`src/rtl/spi_sclk_pkg.sv`:
```
`timescale 1ns/1ps
package spi_sclk_pkg;

    typedef enum logic {
        DIV_POW2 = 1'b0,
        DIV_LIN  = 1'b1
    } div_mode_e;

    // Counter must reach max(linear value, 2^maxexp - 1).
    function automatic int cnt_width(input int lin_w, input int exp_w);
        int pow_bits;
        pow_bits = (1 << exp_w) - 1;
        return (lin_w > pow_bits) ? lin_w : pow_bits;
    endfunction

endpackage

```
`src/rtl/spi_sclk_cfg_hold.sv`:
```
`timescale 1ns/1ps
module spi_sclk_cfg_hold
    import spi_sclk_pkg::*;
#(
    parameter int LIN_W = 8,
    parameter int EXP_W = 4,
    localparam int CFG_W = LIN_W + EXP_W + 1
) (
    input  logic             clk,
    input  logic             rst_n,
    input  logic             run_en,
    input  logic [CFG_W-1:0] cfg_word,
    output logic [LIN_W-1:0] lin_n,
    output logic [EXP_W-1:0] exp_n,
    output div_mode_e        mode
);

    typedef struct packed {
        logic [LIN_W-1:0] lin;
        logic [EXP_W-1:0] ex;
        div_mode_e        mode;
    } hold_t;

    hold_t st_d, st_q;

    always_comb begin
        st_d = st_q;
        if (!run_en) begin
            st_d.lin  = cfg_word[LIN_W-1:0];
            st_d.ex   = cfg_word[LIN_W+EXP_W-1:LIN_W];
            st_d.mode = div_mode_e'(cfg_word[CFG_W-1]);
        end
    end

    always_ff @(posedge clk or negedge rst_n) begin
        if (!rst_n) begin
            st_q <= '{lin: '0, ex: '0, mode: DIV_POW2};
        end else begin
            st_q <= st_d;
        end
    end

    assign lin_n = st_q.lin;
    assign exp_n = st_q.ex;
    assign mode  = st_q.mode;

endmodule

```
`src/rtl/spi_sclk_term_sel.sv`:
```
`timescale 1ns/1ps
module spi_sclk_term_sel
    import spi_sclk_pkg::*;
#(
    parameter int LIN_W = 8,
    parameter int EXP_W = 4,
    parameter int CNT_W = 15
) (
    input  logic [LIN_W-1:0] lin_n,
    input  logic [EXP_W-1:0] exp_n,
    input  div_mode_e        mode,
    output logic [CNT_W-1:0] term
);

    localparam int EXP_N = 1 << EXP_W;

    logic [CNT_W-1:0] pow_part [EXP_N];

    // One candidate terminal count per exponent value; only the matching one survives.
    for (genvar g = 0; g < EXP_N; g++) begin : g_pow
        localparam logic [CNT_W-1:0] MASK = CNT_W'((1 << g) - 1);
        assign pow_part[g] = (exp_n == EXP_W'(g)) ? MASK : '0;
    end

    logic [CNT_W-1:0] pow_term;

    always_comb begin
        pow_term = '0;
        for (int k = 0; k < EXP_N; k++) begin
            pow_term = pow_term | pow_part[k];
        end
    end

    always_comb begin
        if (mode == DIV_LIN) begin
            term = CNT_W'(lin_n);
        end else begin
            term = pow_term;
        end
    end

endmodule

```
`src/rtl/spi_sclk_half_cnt.sv`:
```
`timescale 1ns/1ps
module spi_sclk_half_cnt #(
    parameter int CNT_W = 15
) (
    input  logic             clk,
    input  logic             rst_n,
    input  logic             run_en,
    input  logic [CNT_W-1:0] term,
    output logic             hit,
    output logic             tick
);

    typedef struct packed {
        logic [CNT_W-1:0] cnt;
        logic             tick;
    } cnt_t;

    cnt_t st_d, st_q;

    assign hit = run_en && (st_q.cnt == term);

    always_comb begin
        st_d = st_q;
        if (!run_en) begin
            st_d.cnt  = '0;
            st_d.tick = 1'b0;
        end else if (hit) begin
            st_d.cnt  = '0;
            st_d.tick = 1'b1;
        end else begin
            st_d.cnt  = st_q.cnt + 1'b1;
            st_d.tick = 1'b0;
        end
    end

    always_ff @(posedge clk or negedge rst_n) begin
        if (!rst_n) begin
            st_q <= '{cnt: '0, tick: 1'b0};
        end else begin
            st_q <= st_d;
        end
    end

    assign tick = st_q.tick;

endmodule

```
`src/rtl/spi_sclk_level.sv`:
```
`timescale 1ns/1ps
module spi_sclk_level (
    input  logic clk,
    input  logic rst_n,
    input  logic run_en,
    input  logic cpol,
    input  logic hit,
    output logic sclk
);

    typedef struct packed {
        logic lvl;
    } lvl_t;

    lvl_t st_d, st_q;

    always_comb begin
        st_d = st_q;
        if (!run_en) begin
            st_d.lvl = cpol;
        end else if (hit) begin
            st_d.lvl = ~st_q.lvl;
        end
    end

    always_ff @(posedge clk or negedge rst_n) begin
        if (!rst_n) begin
            st_q <= '{lvl: 1'b0};
        end else begin
            st_q <= st_d;
        end
    end

    assign sclk = st_q.lvl;

endmodule

```
`src/rtl/spi_sclk_divider.sv`:
```
`timescale 1ns/1ps
module spi_sclk_divider
    import spi_sclk_pkg::*;
#(
    parameter int LIN_W = 8,
    parameter int EXP_W = 4,
    localparam int CFG_W = LIN_W + EXP_W + 1,
    localparam int CNT_W = cnt_width(LIN_W, EXP_W)
) (
    input  logic             clk,
    input  logic             rst_n,
    input  logic             run_en,
    input  logic [CFG_W-1:0] div_cfg,
    input  logic             cpol,
    output logic             half_tick,
    output logic             sclk
);

    logic [LIN_W-1:0] lin_n_w;
    logic [EXP_W-1:0] exp_n_w;
    div_mode_e        mode_w;
    logic [CNT_W-1:0] term_w;
    logic             hit_w;

    spi_sclk_cfg_hold #(.LIN_W(LIN_W), .EXP_W(EXP_W)) u_hold (
        .clk      (clk),
        .rst_n    (rst_n),
        .run_en   (run_en),
        .cfg_word (div_cfg),
        .lin_n    (lin_n_w),
        .exp_n    (exp_n_w),
        .mode     (mode_w)
    );

    spi_sclk_term_sel #(.LIN_W(LIN_W), .EXP_W(EXP_W), .CNT_W(CNT_W)) u_term (
        .lin_n (lin_n_w),
        .exp_n (exp_n_w),
        .mode  (mode_w),
        .term  (term_w)
    );

    spi_sclk_half_cnt #(.CNT_W(CNT_W)) u_cnt (
        .clk    (clk),
        .rst_n  (rst_n),
        .run_en (run_en),
        .term   (term_w),
        .hit    (hit_w),
        .tick   (half_tick)
    );

    spi_sclk_level u_lvl (
        .clk    (clk),
        .rst_n  (rst_n),
        .run_en (run_en),
        .cpol   (cpol),
        .hit    (hit_w),
        .sclk   (sclk)
    );

endmodule

```
`config.mk`:
```
export PLATFORM = sky130hd
export DESIGN_NAME = spi_sclk_divider
export DESIGN_NICKNAME = d
export VERILOG_FILES = /design/src/rtl/spi_sclk_pkg.sv /design/src/rtl/spi_sclk_cfg_hold.sv /design/src/rtl/spi_sclk_term_sel.sv /design/src/rtl/spi_sclk_half_cnt.sv /design/src/rtl/spi_sclk_level.sv /design/src/rtl/spi_sclk_divider.sv
export SDC_FILE = /design/constraint.sdc
export NUM_CORES = 1
export LEC_CHECK = 0
export ABC_AREA = 1
export BUFFER_PORTS_ARGS = -buffer_cell sky130_fd_sc_hd__buf_2
export CAP_MARGIN = 40
export CORE_MARGIN = 1.5
export CORE_UTILIZATION = 53
export CTS_CLUSTER_SIZE = 28
export DETAILED_ROUTE_END_ITERATION = 10
export PLACE_DENSITY_LB_ADDON = 0.25
export SLEW_MARGIN = 30
export SYNTH_ARGS = -nofsm -noshare
export SYNTH_HDL_FRONTEND = slang
export SYNTH_HIERARCHICAL = 1
export SYNTH_SLANG_ARGS = --single-unit
```
`constraint.sdc`:
```
create_clock -name clk -period 1.76 [get_ports clk]
set_clock_uncertainty 0.1 [all_clocks]
set_input_delay 0.44 -clock clk [delete_from_list [all_inputs] [get_ports clk]]
set_output_delay 0.44 -clock clk [all_outputs]
set_load 0.02 [all_outputs]
```
==> results of run 1 <==
## sequential cells by signal, summed over array words and instances (netlist names)
| name | flops |
|---|---|
| u_cnt/st_q | 15 |
| u_hold/lin_n | 8 |
| u_hold/exp_n | 4 |
| u_cnt/tick | 1 |
| u_hold/mode | 1 |
| u_lvl/sclk | 1 |
## power by group through the flow
stage,combinational [mW],clock [mW],sequential (mW)
final,0.410,0.505,0.772
after global routing,0.457,0.555,0.777
after CTS,0.351,0.516,0.771
after detailed placement,0.330,0,0.777
after global placement,0.330,0,0.775
after floorplan,0.249,0,0.767
## through the flow
stage	hold WS, ns	util, %	setup TNS (ns)	instances
after CTS	0.0741	63.6	-0.963	375
after global routing	0.0965	66.3	-3.75	378
after detailed placement	0.365	59.5	-2.71	363
after global placement	0.356	59.5	-2.98	363
after floorplan	0.0444	-	-0.259	293
final	0.0617	66.3	-1.97	378
## per-layer routing
| metal | track usage (%) | vias to the layer above |
|---|---|---|
| met2 | 42.5 | 46 |
| met4 | 9.57 | 0 |
| met1 | 31.9 | 821 |
| met3 | 5.73 | 11 |
| met5 | 0 | - |
| li1 | - | 969 |
## cell usage in the layout, fill, tap and decap left out, types with 8 or more instances in the layout
| cell | count |
|---|---|
| buf_2 | 18 |
| nor2_2 | 14 |
| buf_4 | 11 |
| nand2_1 | 117 |
| inv_1 | 32 |
| dfrtp_1 | 26 |
| nor2_1 | 22 |
| xor2_1 | 8 |
| nand2_2 | 9 |
| nand4_1 | 9 |
## timing repair
| action | 4_1_cts | 5_1_grt |
|---|---|---|
| setup endpoints to repair | 17 | 17 |
| cloned | 2 | 0 |
| buffers inserted | 3 | 5 |
| gates resized for setup | 12 | 22 |
| pin swaps | 9 | 13 |
## worst reg2reg max path: cells and delay by family, from the launching register on
family / cells / cell delay (ns)
AND/OR/NAND/NOR: 10 / 0.89
flip-flops: 1 / 0.46
buffers and inverters: 5 / 0.41
## how the worst min path moves through the flow
| stage | start | slack, ns | endpoint |
|---|---|---|---|
| after floorplan | rst_n | 0.04 | u_cnt/st_q[10] |
| after global placement | u_hold/lin_n[1] | 0.36 | u_hold/lin_n[1] |
| after detailed placement | u_hold/lin_n[0] | 0.37 | u_hold/lin_n[0] |
| after CTS | rst_n | 0.07 | u_cnt/st_q[9] |
| after global routing | rst_n | 0.1 | u_cnt/st_q[1] |
| final | rst_n | 0.06 | u_hold/lin_n[6] |
## cell type report
type,instances,area [um^2],share of cell area (%)
multi-input cells,220,1150,47.3
flip-flops and latches,30,756,31.1
repair buffers,33,226,9.33
inverters,40,160,6.60
clock buffers,7,76.3,3.14
well taps,48,60.1,2.47
## logic make-up after synthesis
| logic type | after synthesis | share of synthesized area, % |
|---|---|---|
| flip-flops | 30 | 37.1 |
| buffers and inverters | 45 | 11.3 |
| XOR/XNOR | 9 | 3.90 |
| AND/OR/NAND/NOR | 201 | 44.6 |
| AO/OA/AOI/OAI | 7 | 2.54 |
| adder cells (fa/ha/maj) | 1 | 0.619 |
==> reports/metrics.yaml, run 1 <==
outcome:
  status: "finished with violations"
  failed_checks: "negative setup slack"
sta:
  fin_ws_ns: -0.161
  rsz0062_at_grt: "true"
  slew_headroom_pct: 75.6
  hold_violations: 0
  setup_viol: 17
  post-route-period-util_pct: 109
  clock.fmax_mhz: 521
  tightest_slew_ns: 0.367
  fin_crit_ns: 1.92
  drv_slew: 0
setup_path:
  critPathMaxStageDelay_ns: 0.46
  path_delay_family: "simple AND/OR/NAND/NOR gates"
  endpoint: "u_lvl/sclk"
  cp.depth: 15
  start_kind: "flop"
  critical_path_class: "flop to flop"
  ff2ff_setup_slack_ns: -0.16
  crit_chain: "inv_8 > buf_6 > nand3_2 > nand2_2 > inv_2 > nand2_2 > buf_6 > nand4_1 > nor3_2 > nand2_1 > nor2_2 > inv_2 > nand2_1 > nand2_1 > nand2_1"
  crit_path_start: "u_hold/mode"
  crit_buf_inv: 5
  reg2reg_depth: 15
  end_kind: "flop"
  worst-path-max-fanout: 8
  cpMaxStageDelayCell: "dfrtp_2"
  required_ns: 1.88
  r2r_end: "u_lvl/sclk"
  r2r-start: "u_hold/mode"
  critPathArrivalTime_ns: 2.04
  crit_top_cell: "nand2_1"
route:
  wl_per_cell_um: 12.7
  drt_wl_total_mm: 4.80
  drtPass1Iterations: 4
  drt_iter0_markers: 102
  drc: 0
  drtAntennaViolNets: 0
  vias: 1847
  via_per_inst: 4.89
  met3_wirelength_um: 166
  wl_met2_mm: 2.42
  met1_length_mm: 2.10
  top_layer_used: "met4"
synth:
  synth_top_area_share_pct: 37.1
  syn_nets: 311
  synth.cell_area_um2: 2020
  synth-seq-area-share_pct: 37.1
  synth_area_leaders: "dfrtp_1, nand2_1, inv_1"
  synth_cell_types: 27
  synth_largest_area_cell: "dfrtp_1"
  ys_ff_latch: 30
  synth_most_common_cell: "nand2_1"
  ys.flop_type: "dfrtp_1"
  yosysWarnings: 6
  avgSynthCellArea_um2: 6.90
  async_flop_share_pct: 100
  synth_edf_count: 0
  postSynthCellCount: 293
  synth_common_cells: "nand2_1, inv_1, dfrtp_1, nor2_1, nor2_2"
floorplan:
  die_h_um: 64.8
  num_io_pins: 19
  start_util_pct: 55.2
  die_area_um2: 4190
  die_w_um: 64.8
  core_um2: 3660
  std_cell_rows: 22
power:
  p_leak_nw: 1.20
  switching_power_mw: 0.518
  p_per_area_nw_per_um2: 695
  clkPwrFrac_pct: 29.9
  total_power_mw: 1.69
  ir_drop_mv: 0.558
  sw_frac_of_total_pct: 30.7
  combPwrFrac_pct: 24.3
  seqPwrFrac_pct: 45.8
  internal-power_mw: 1.17
flow_run:
  drv_cap: 0
global_route:
  grt_max_degree: 31
  grt_pass1_vias: 1768
  grt_pass1_wl_mm: 7.98
  antenna_found_initial: 0
  grt_usage_pct: 25.4
  grt-ovfl-total: 0
cts:
  clkTransAtPathRegs_ns: 0.06
  clock_latency_ns: 0.28
  h-tree-depth: 2
  clk_path_buf_depth: 2
  root_buffer: "clkbuf_8"
  cts_inserted_buffers: 5
  clock_sinks: 30
  ctsHoldBuffers: 0
  cts_tree: "done"
finish:
  area_growth_pct: 20.0
  filler_cell_count: 328
  diodes: 0
  stdcell_area_um2: 2430
  drive_above_1_share_pct: 28.5
  nets: 348
placed_design:
  place_ws_ns: -0.209
  place_hpwl_mm: 3.37
  io_buffers: 18
  gp_congestion: 0.881
  dpl_cell_area_um2: 2180
hold_path:
  hold_path_class: "input pin to asynchronous set/reset pin"
(Power assumes the default switching activity.)
==> run 2: changes to the inputs <==
--- a/config.mk
+++ b/config.mk
@@ -8,3 +8,3 @@
 export ABC_AREA = 1
-export BUFFER_PORTS_ARGS = -buffer_cell sky130_fd_sc_hd__buf_2
+export BUFFER_PORTS_ARGS = -buffer_cell sky130_fd_sc_hd__buf_4
 export CAP_MARGIN = 40
==> constraint.sdc (replaced) <==
create_clock -name clk -period 1.76 [get_ports clk]
set_clock_uncertainty 0.1 [all_clocks]
set_input_delay 0 -clock clk [delete_from_list [all_inputs] [get_ports clk]]
set_output_delay 0 -clock clk [all_outputs]
set_load 0.02 [all_outputs]
==> run 2 against run 1 <==
  * The run still ends with negative setup slack left
  * Combinational power grew 12%
  * Via count grew 5.7%
  * Worst setup slack gained 0.026 ns
  * Critical path depth shrank 2
  * Total power grew 6.7%
  * Final cell count grew 6.1%
  * Core utilization grew 7.1 points
  * Sequential share of layout area shrank 3.0 points
  * Global-route usage grew 2.2 points
  * Cell area grew 11%
  * Die area is the same
  * Wire length grew 8.8%
  * Critical path type unchanged
  * Largest power group unchanged
  * Highest routed layer unchanged
==> reports/metrics.yaml, run 2 (synthesis results as in run 1) <==
outcome:
  status: "finished with violations"
  failed_checks: "negative setup slack"
route:
  wl_per_cell_um: 13.0
  drc: 0
  drt_wl_total_mm: 5.22
  vias: 1952
  drtAntennaViolNets: 0
  via_per_inst: 4.87
  drtPass1Iterations: 4
  drt_iter0_markers: 180
placed_design:
  dpl_cell_area_um2: 2190
  io_buffers: 18
  gp_congestion: 0.917
  place_hpwl_mm: 3.33
flow_run:
  drv_cap: 0
setup_path:
  critPathArrivalTime_ns: 1.96
  crit_chain: "buf_6 > nor2_4 > nand3_1 > nand2_1 > inv_1 > nand2_1 > nand2_1 > nor2_1 > nand2_1 > nor2_2 > nand2_2 > nand2_4 > nor2_1"
  cpMaxStageDelayCell: "dfrtp_2"
  crit_top_cell: "nand2_1"
  required_ns: 1.83
  end_kind: "flop"
  start_kind: "flop"
  critPathMaxStageDelay_ns: 0.46
  worst-path-max-fanout: 8
  critical_path_class: "flop to flop"
floorplan:
  die_h_um: 64.8
  std_cell_rows: 22
  die_area_um2: 4190
  num_io_pins: 19
  start_util_pct: 55.2
  die_w_um: 64.8
  core_um2: 3660
power:
  p_leak_nw: 1.30
  total_power_mw: 1.80
  p_per_area_nw_per_um2: 670
  ir_drop_mv: 0.527
global_route:
  grt_pass1_vias: 1880
  grt_pass1_wl_mm: 8.73
  antenna_found_initial: 0
  grt_usage_pct: 27.6
  grt-ovfl-total: 0
  grt_max_degree: 31
finish:
  drive_above_1_share_pct: 25.8
  post-route-util_pct: 73.4
  mostFrequentLayoutCell: "nand2_1"
  area_growth_pct: 32.9
  stdcell_area_um2: 2690
  nets: 370
  largest_reg_flops: 15
  diodes: 0
  layout_common_cells: "nand2_1, inv_1, dlygate4sd3_1, buf_4, dfrtp_1"
  regMostFlops: "u_cnt/st_q"
  filler_cell_count: 265
cts:
  clock_latency_ns: 0.28
  clkTransAtPathRegs_ns: 0.07
  root_buffer: "clkbuf_8"
  cts_tree: "done"
  clk_path_buf_depth: 2
  h-tree-depth: 2
  cts_inserted_buffers: 5
  clock_sinks: 30
sta:
  clock.fmax_mhz: 528
  fin_tns_setup_ns: -1.94
  fin_ws_ns: -0.136
  tightest_slew_ns: 0.367
  fin_crit_ns: 1.90
  hold_violations: 0
  rsz0062_at_grt: "true"
  post-route-period-util_pct: 108
  drv_slew: 0
  slew_headroom_pct: 75.5
  setup_viol: 16
hold_path:
  hold_path_class: "input pin to flop"
## run 2: changes by cell type in the layout (fill, tap and decap cells not counted), sizes merged
cell,previous run,this run
dlygate4sd3,0,26
buf,33,28
clkinv,0,1
inv,40,41
## run 2: routing by layer
metal | share of wire (%) | routed length [um] | vias up | GRT usage (%)
met1 | 42 | 2180 | 873 | 34.4
met4 | 1.3 | 68 | 0 | 8.78
met2 | 52 | 2730 | 57 | 48.3
met3 | 4.8 | 252 | 8 | 4.69
li1 | - | - | 1014 | -
met5 | 0 | 0 | - | 0
## run 2: per-stage QoR
step | setup WS, ns | hold WS, ns | instances
floorplan | -0.0276 | -0.396 | 293
global placement | -0.158 | -0.156 | 358
detailed placement | -0.178 | -0.155 | 358
CTS | -0.0364 | 0.00422 | 399
global route | -0.244 | 0.0436 | 401
finish | -0.136 | 0.0237 | 401
## run 2: worst max-delay path, delay by kind of cell (launching register included)
kind                   cells  cell delay [ns]
and+or+nand+nor           11             1.04
DFF                        1             0.46
buffers and inverters      2             0.19
## run 2: final timing paths
| path | from | end | slack (ns) | cells past startpoint |
|---|---|---|---|---|
| min in group asynchronous | rst_n | u_cnt/st_q[3] | 0.08 | 2 |
| min reg2reg | u_hold/lin_n[3] | u_hold/lin_n[3] | 0.42 | 2 |
| max reg2reg | u_hold/exp_n[2] | u_cnt/st_q[4] | -0.14 | 13 |
| max | u_hold/exp_n[2] | u_cnt/st_q[4] | -0.14 | 13 |
| max in group asynchronous | rst_n | u_hold/exp_n[3] | 1.19 | 2 |
| min | run_en | u_hold/lin_n[3] | 0.02 | 3 |
## run 2: where the power goes
part | total [mW] | internal [mW] | switching, mW
clock | 0.568 | 0.315 | 0.253
sequential | 0.773 | 0.727 | 0.0469
combinational | 0.459 | 0.210 | 0.249
total | 1.80 | 1.25 | 0.549
## run 2: area by class of cell
cell class	count	area, um^2	share of cell area, %
clock buffers	7	86.3	3.21
clock inverters	1	5.00	0.186
inverters	40	160	5.96
multi-input cells	220	1140	42.3
flip-flops and latches	30	756	28.1
well taps	48	60.1	2.23
repair buffers	54	478	17.8
repair inverters	1	6.26	0.233
## run 2: repair_timing
item	in CTS	in global routing
cloned	3	0
pin swaps	10	14
gates resized for setup	13	16
buffers inserted	4	3
setup endpoints to repair	17	17
hold endpoints to repair	44	0
hold buffers	26	0
==> run 3: changes to the inputs <==
Settings changed: ABC_AREA 1 to default, CORE_UTILIZATION 53 to 52.
==> run 3 against run 2 <==
  * The run still ends with negative setup slack left
  * Sequential share of layout area is 4.7 points higher
  * Hold slack improved by 0.0098 ns
  * Final cell count shrank 35%
  * Core utilization down 0.17 points
  * Wire length fell by 27%
  * Combinational power is 23% lower
  * Synthesized cell count decreased by 44%
  * Sequential power down 2%
  * Largest cell class unchanged
  * Critical path depth is 4 lower
  * Fmax is 18% lower
  * Non-clock buffer count is 1 higher
==> reports/metrics.yaml, run 3 <==
outcome:
  status: "finished with violations"
  failed_checks: "negative setup slack"
synth:
  yosysWarnings: 6
  synth.cell_area_um2: 1750
  synth_edf_count: 0
  postSynthCellCount: 163
  ys.flop_type: "dfrtp_1"
  synth_largest_area_cell: "dfrtp_1"
  avgSynthCellArea_um2: 10.7
  synth_most_common_cell: "dfrtp_1"
  synth_area_leaders: "dfrtp_1, xnor2_1, mux2_4"
  syn_nets: 181
  ys_ff_latch: 30
  synth_common_cells: "dfrtp_1, xnor2_1, nor3b_1"
  async_flop_share_pct: 100
  synth_cell_types: 27
  synth_top_area_share_pct: 43.0
  synth-seq-area-share_pct: 43.0
route:
  drtPass1Iterations: 4
  via_per_inst: 5.33
  drc: 0
  drtAntennaViolNets: 0
  vias: 1380
  drt_wl_total_mm: 3.83
  wl_per_cell_um: 14.8
  drt_iter0_markers: 46
placed_design:
  dp.cells: 235
  dpl_cell_area_um2: 2030
  io_buffers: 18
  place_ws_ns: -0.567
  gp_congestion: 0.891
  place_hpwl_mm: 2.66
finish:
  diodes: 0
  regMostFlops: "u_cnt/st_q"
  nets: 232
  drive_above_1_share_pct: 32.1
  filler_cell_count: 228
  area_growth_pct: 31.3
  stdcell_area_um2: 2290
  post-route-util_pct: 73.2
  largest_reg_flops: 15
  layoutNonFillerInstCount: 259
  mostFrequentLayoutCell: "buf_4"
  layout_common_cells: "buf_4, dfrtp_1, xnor2_1, dlygate4sd3_1"
global_route:
  grt_pass1_vias: 1460
  grt-ovfl-total: 0
  grt_pass1_wl_mm: 6.62
  grt_usage_pct: 24.6
  grt_max_degree: 31
  antenna_found_initial: 0
setup_path:
  ff2ff_setup_slack_ns: -0.56
  required_ns: 1.86
  end_kind: "flop"
  critical_path_class: "flop to flop"
  crit_buf_inv: 2
  path_delay_family: "compound AO/OA/AOI/OAI gates"
  start_kind: "flop"
  critPathMaxStageDelay_ns: 0.42
  worst-path-max-fanout: 4
  critPathArrivalTime_ns: 2.42
  crit_chain: "buf_4 > a2111oi_1 > a21oi_1 > xnor2_1 > nand4_1 > nor4_4 > buf_4 > xnor2_2 > a21oi_1"
  cpMaxStageDelayCell: "a2111oi_1"
floorplan:
  die_w_um: 60.9
  die_area_um2: 3710
  start_util_pct: 55.8
  num_io_pins: 19
  die_h_um: 60.9
  core_um2: 3130
  std_cell_rows: 20
sta:
  rsz0062_at_grt: "true"
  setup_viol: 17
  clock.fmax_mhz: 432
  post-route-period-util_pct: 132
  fin_crit_ns: 2.32
  fin_tns_setup_ns: -8.24
  slew_headroom_pct: 71.1
  hold_violations: 0
  fin_ws_ns: -0.556
  drv_slew: 0
  tightest_slew_ns: 0.433
cts:
  cts_tree: "done"
  clock_sinks: 30
  clkTransAtPathRegs_ns: 0.10
  h-tree-depth: 2
  clk_path_buf_depth: 2
  clock_latency_ns: 0.32
  root_buffer: "clkbuf_4"
  cts_inserted_buffers: 5
power:
  ir_drop_mv: 0.612
  p_per_area_nw_per_um2: 717
  p_leak_nw: 0.996
flow_run:
  drv_cap: 0
hold_path:
  hold_path_class: "input pin to asynchronous set/reset pin"
run 3: cell types whose count changed after synthesis, sizes merged, moves of 7 or more:
cell	before	now
nor2	41	6
inv	40	5
xnor2	1	20
nor3b	0	14
nand2	128	7
mux2	0	14
a21oi	3	10
run 3: worst paths after layout:
kind / start / to / depth (start not counted)
min: rst_n / u_hold/exp_n[0] / 2
min in group clk: run_en / u_cnt/tick / 4
max in group asynchronous: rst_n / u_hold/mode / 2
max: u_hold/exp_n[0] / u_lvl/sclk / 9
min reg2reg: u_hold/lin_n[4] / u_hold/lin_n[4] / 1
max reg2reg: u_hold/exp_n[0] / u_lvl/sclk / 9
run 3: report_power, final:
| part | internal [mW] | switching [mW] |
|---|---|---|
| combinational | 0.199 | 0.154 |
| clock | 0.294 | 0.234 |
| sequential | 0.727 | 0.0337 |
run 3: metal layers:
layer / vias to the layer above / part of all wire [%] / track usage, % / wire length [um]
met2: 37 / 49 / 40.1 / 1860
met3: 8 / 4.5 / 7.46 / 173
li1: 670 / - / - / -
met5: - / 0 / 0 / 0
met4: 0 / 1.3 / 8.70 / 51
met1: 665 / 46 / 31.0 / 1740
run 3: stage by stage:
step,hold slack [ns],total power [mW]
final,0.0335,1.64
after global routing,0.0417,1.73
after CTS,0.0383,1.65
after detailed placement,-0.151,1.09
after floorplan,-0.396,0.966
after global placement,-0.160,1.08
run 3: kinds of logic (layout without fill, tap and decap cells):
kind of cell,Yosys count,after routing,share of synthesized area (%)
adders and majority gates,1,1,0.717
DFF,30,30,43.0
and+or+nand+nor,60,60,21.3
xor gates and xnor gates,29,29,14.6
AOI/OAI and AO/OA,13,13,3.94
buffers and inverters,16,68,5.30
muxes,14,14,11.2
run 3: area by class of cell:
type                    count  area [um^2]  area share (%)
well taps                  44         55.1            2.40
flip-flops and latches     30          752            32.8
repair buffers             55          450            19.7
inverters                   5         18.8           0.819
multi-input cells         117          937            40.9
clock inverters             3         40.0            1.75
clock buffers               5         37.5            1.64
run 3: timing repair:
| item | in CTS | in global routing |
|---|---|---|
| gates cloned | 0 | 0 |
| setup endpoints to repair | 17 | 17 |
| pin swaps | 0 | 0 |
| resized for setup | 6 | 2 |
| hold endpoints to repair | 44 | 0 |
| setup buffers | 3 | 1 |
| hold buffers | 15 | 0 |
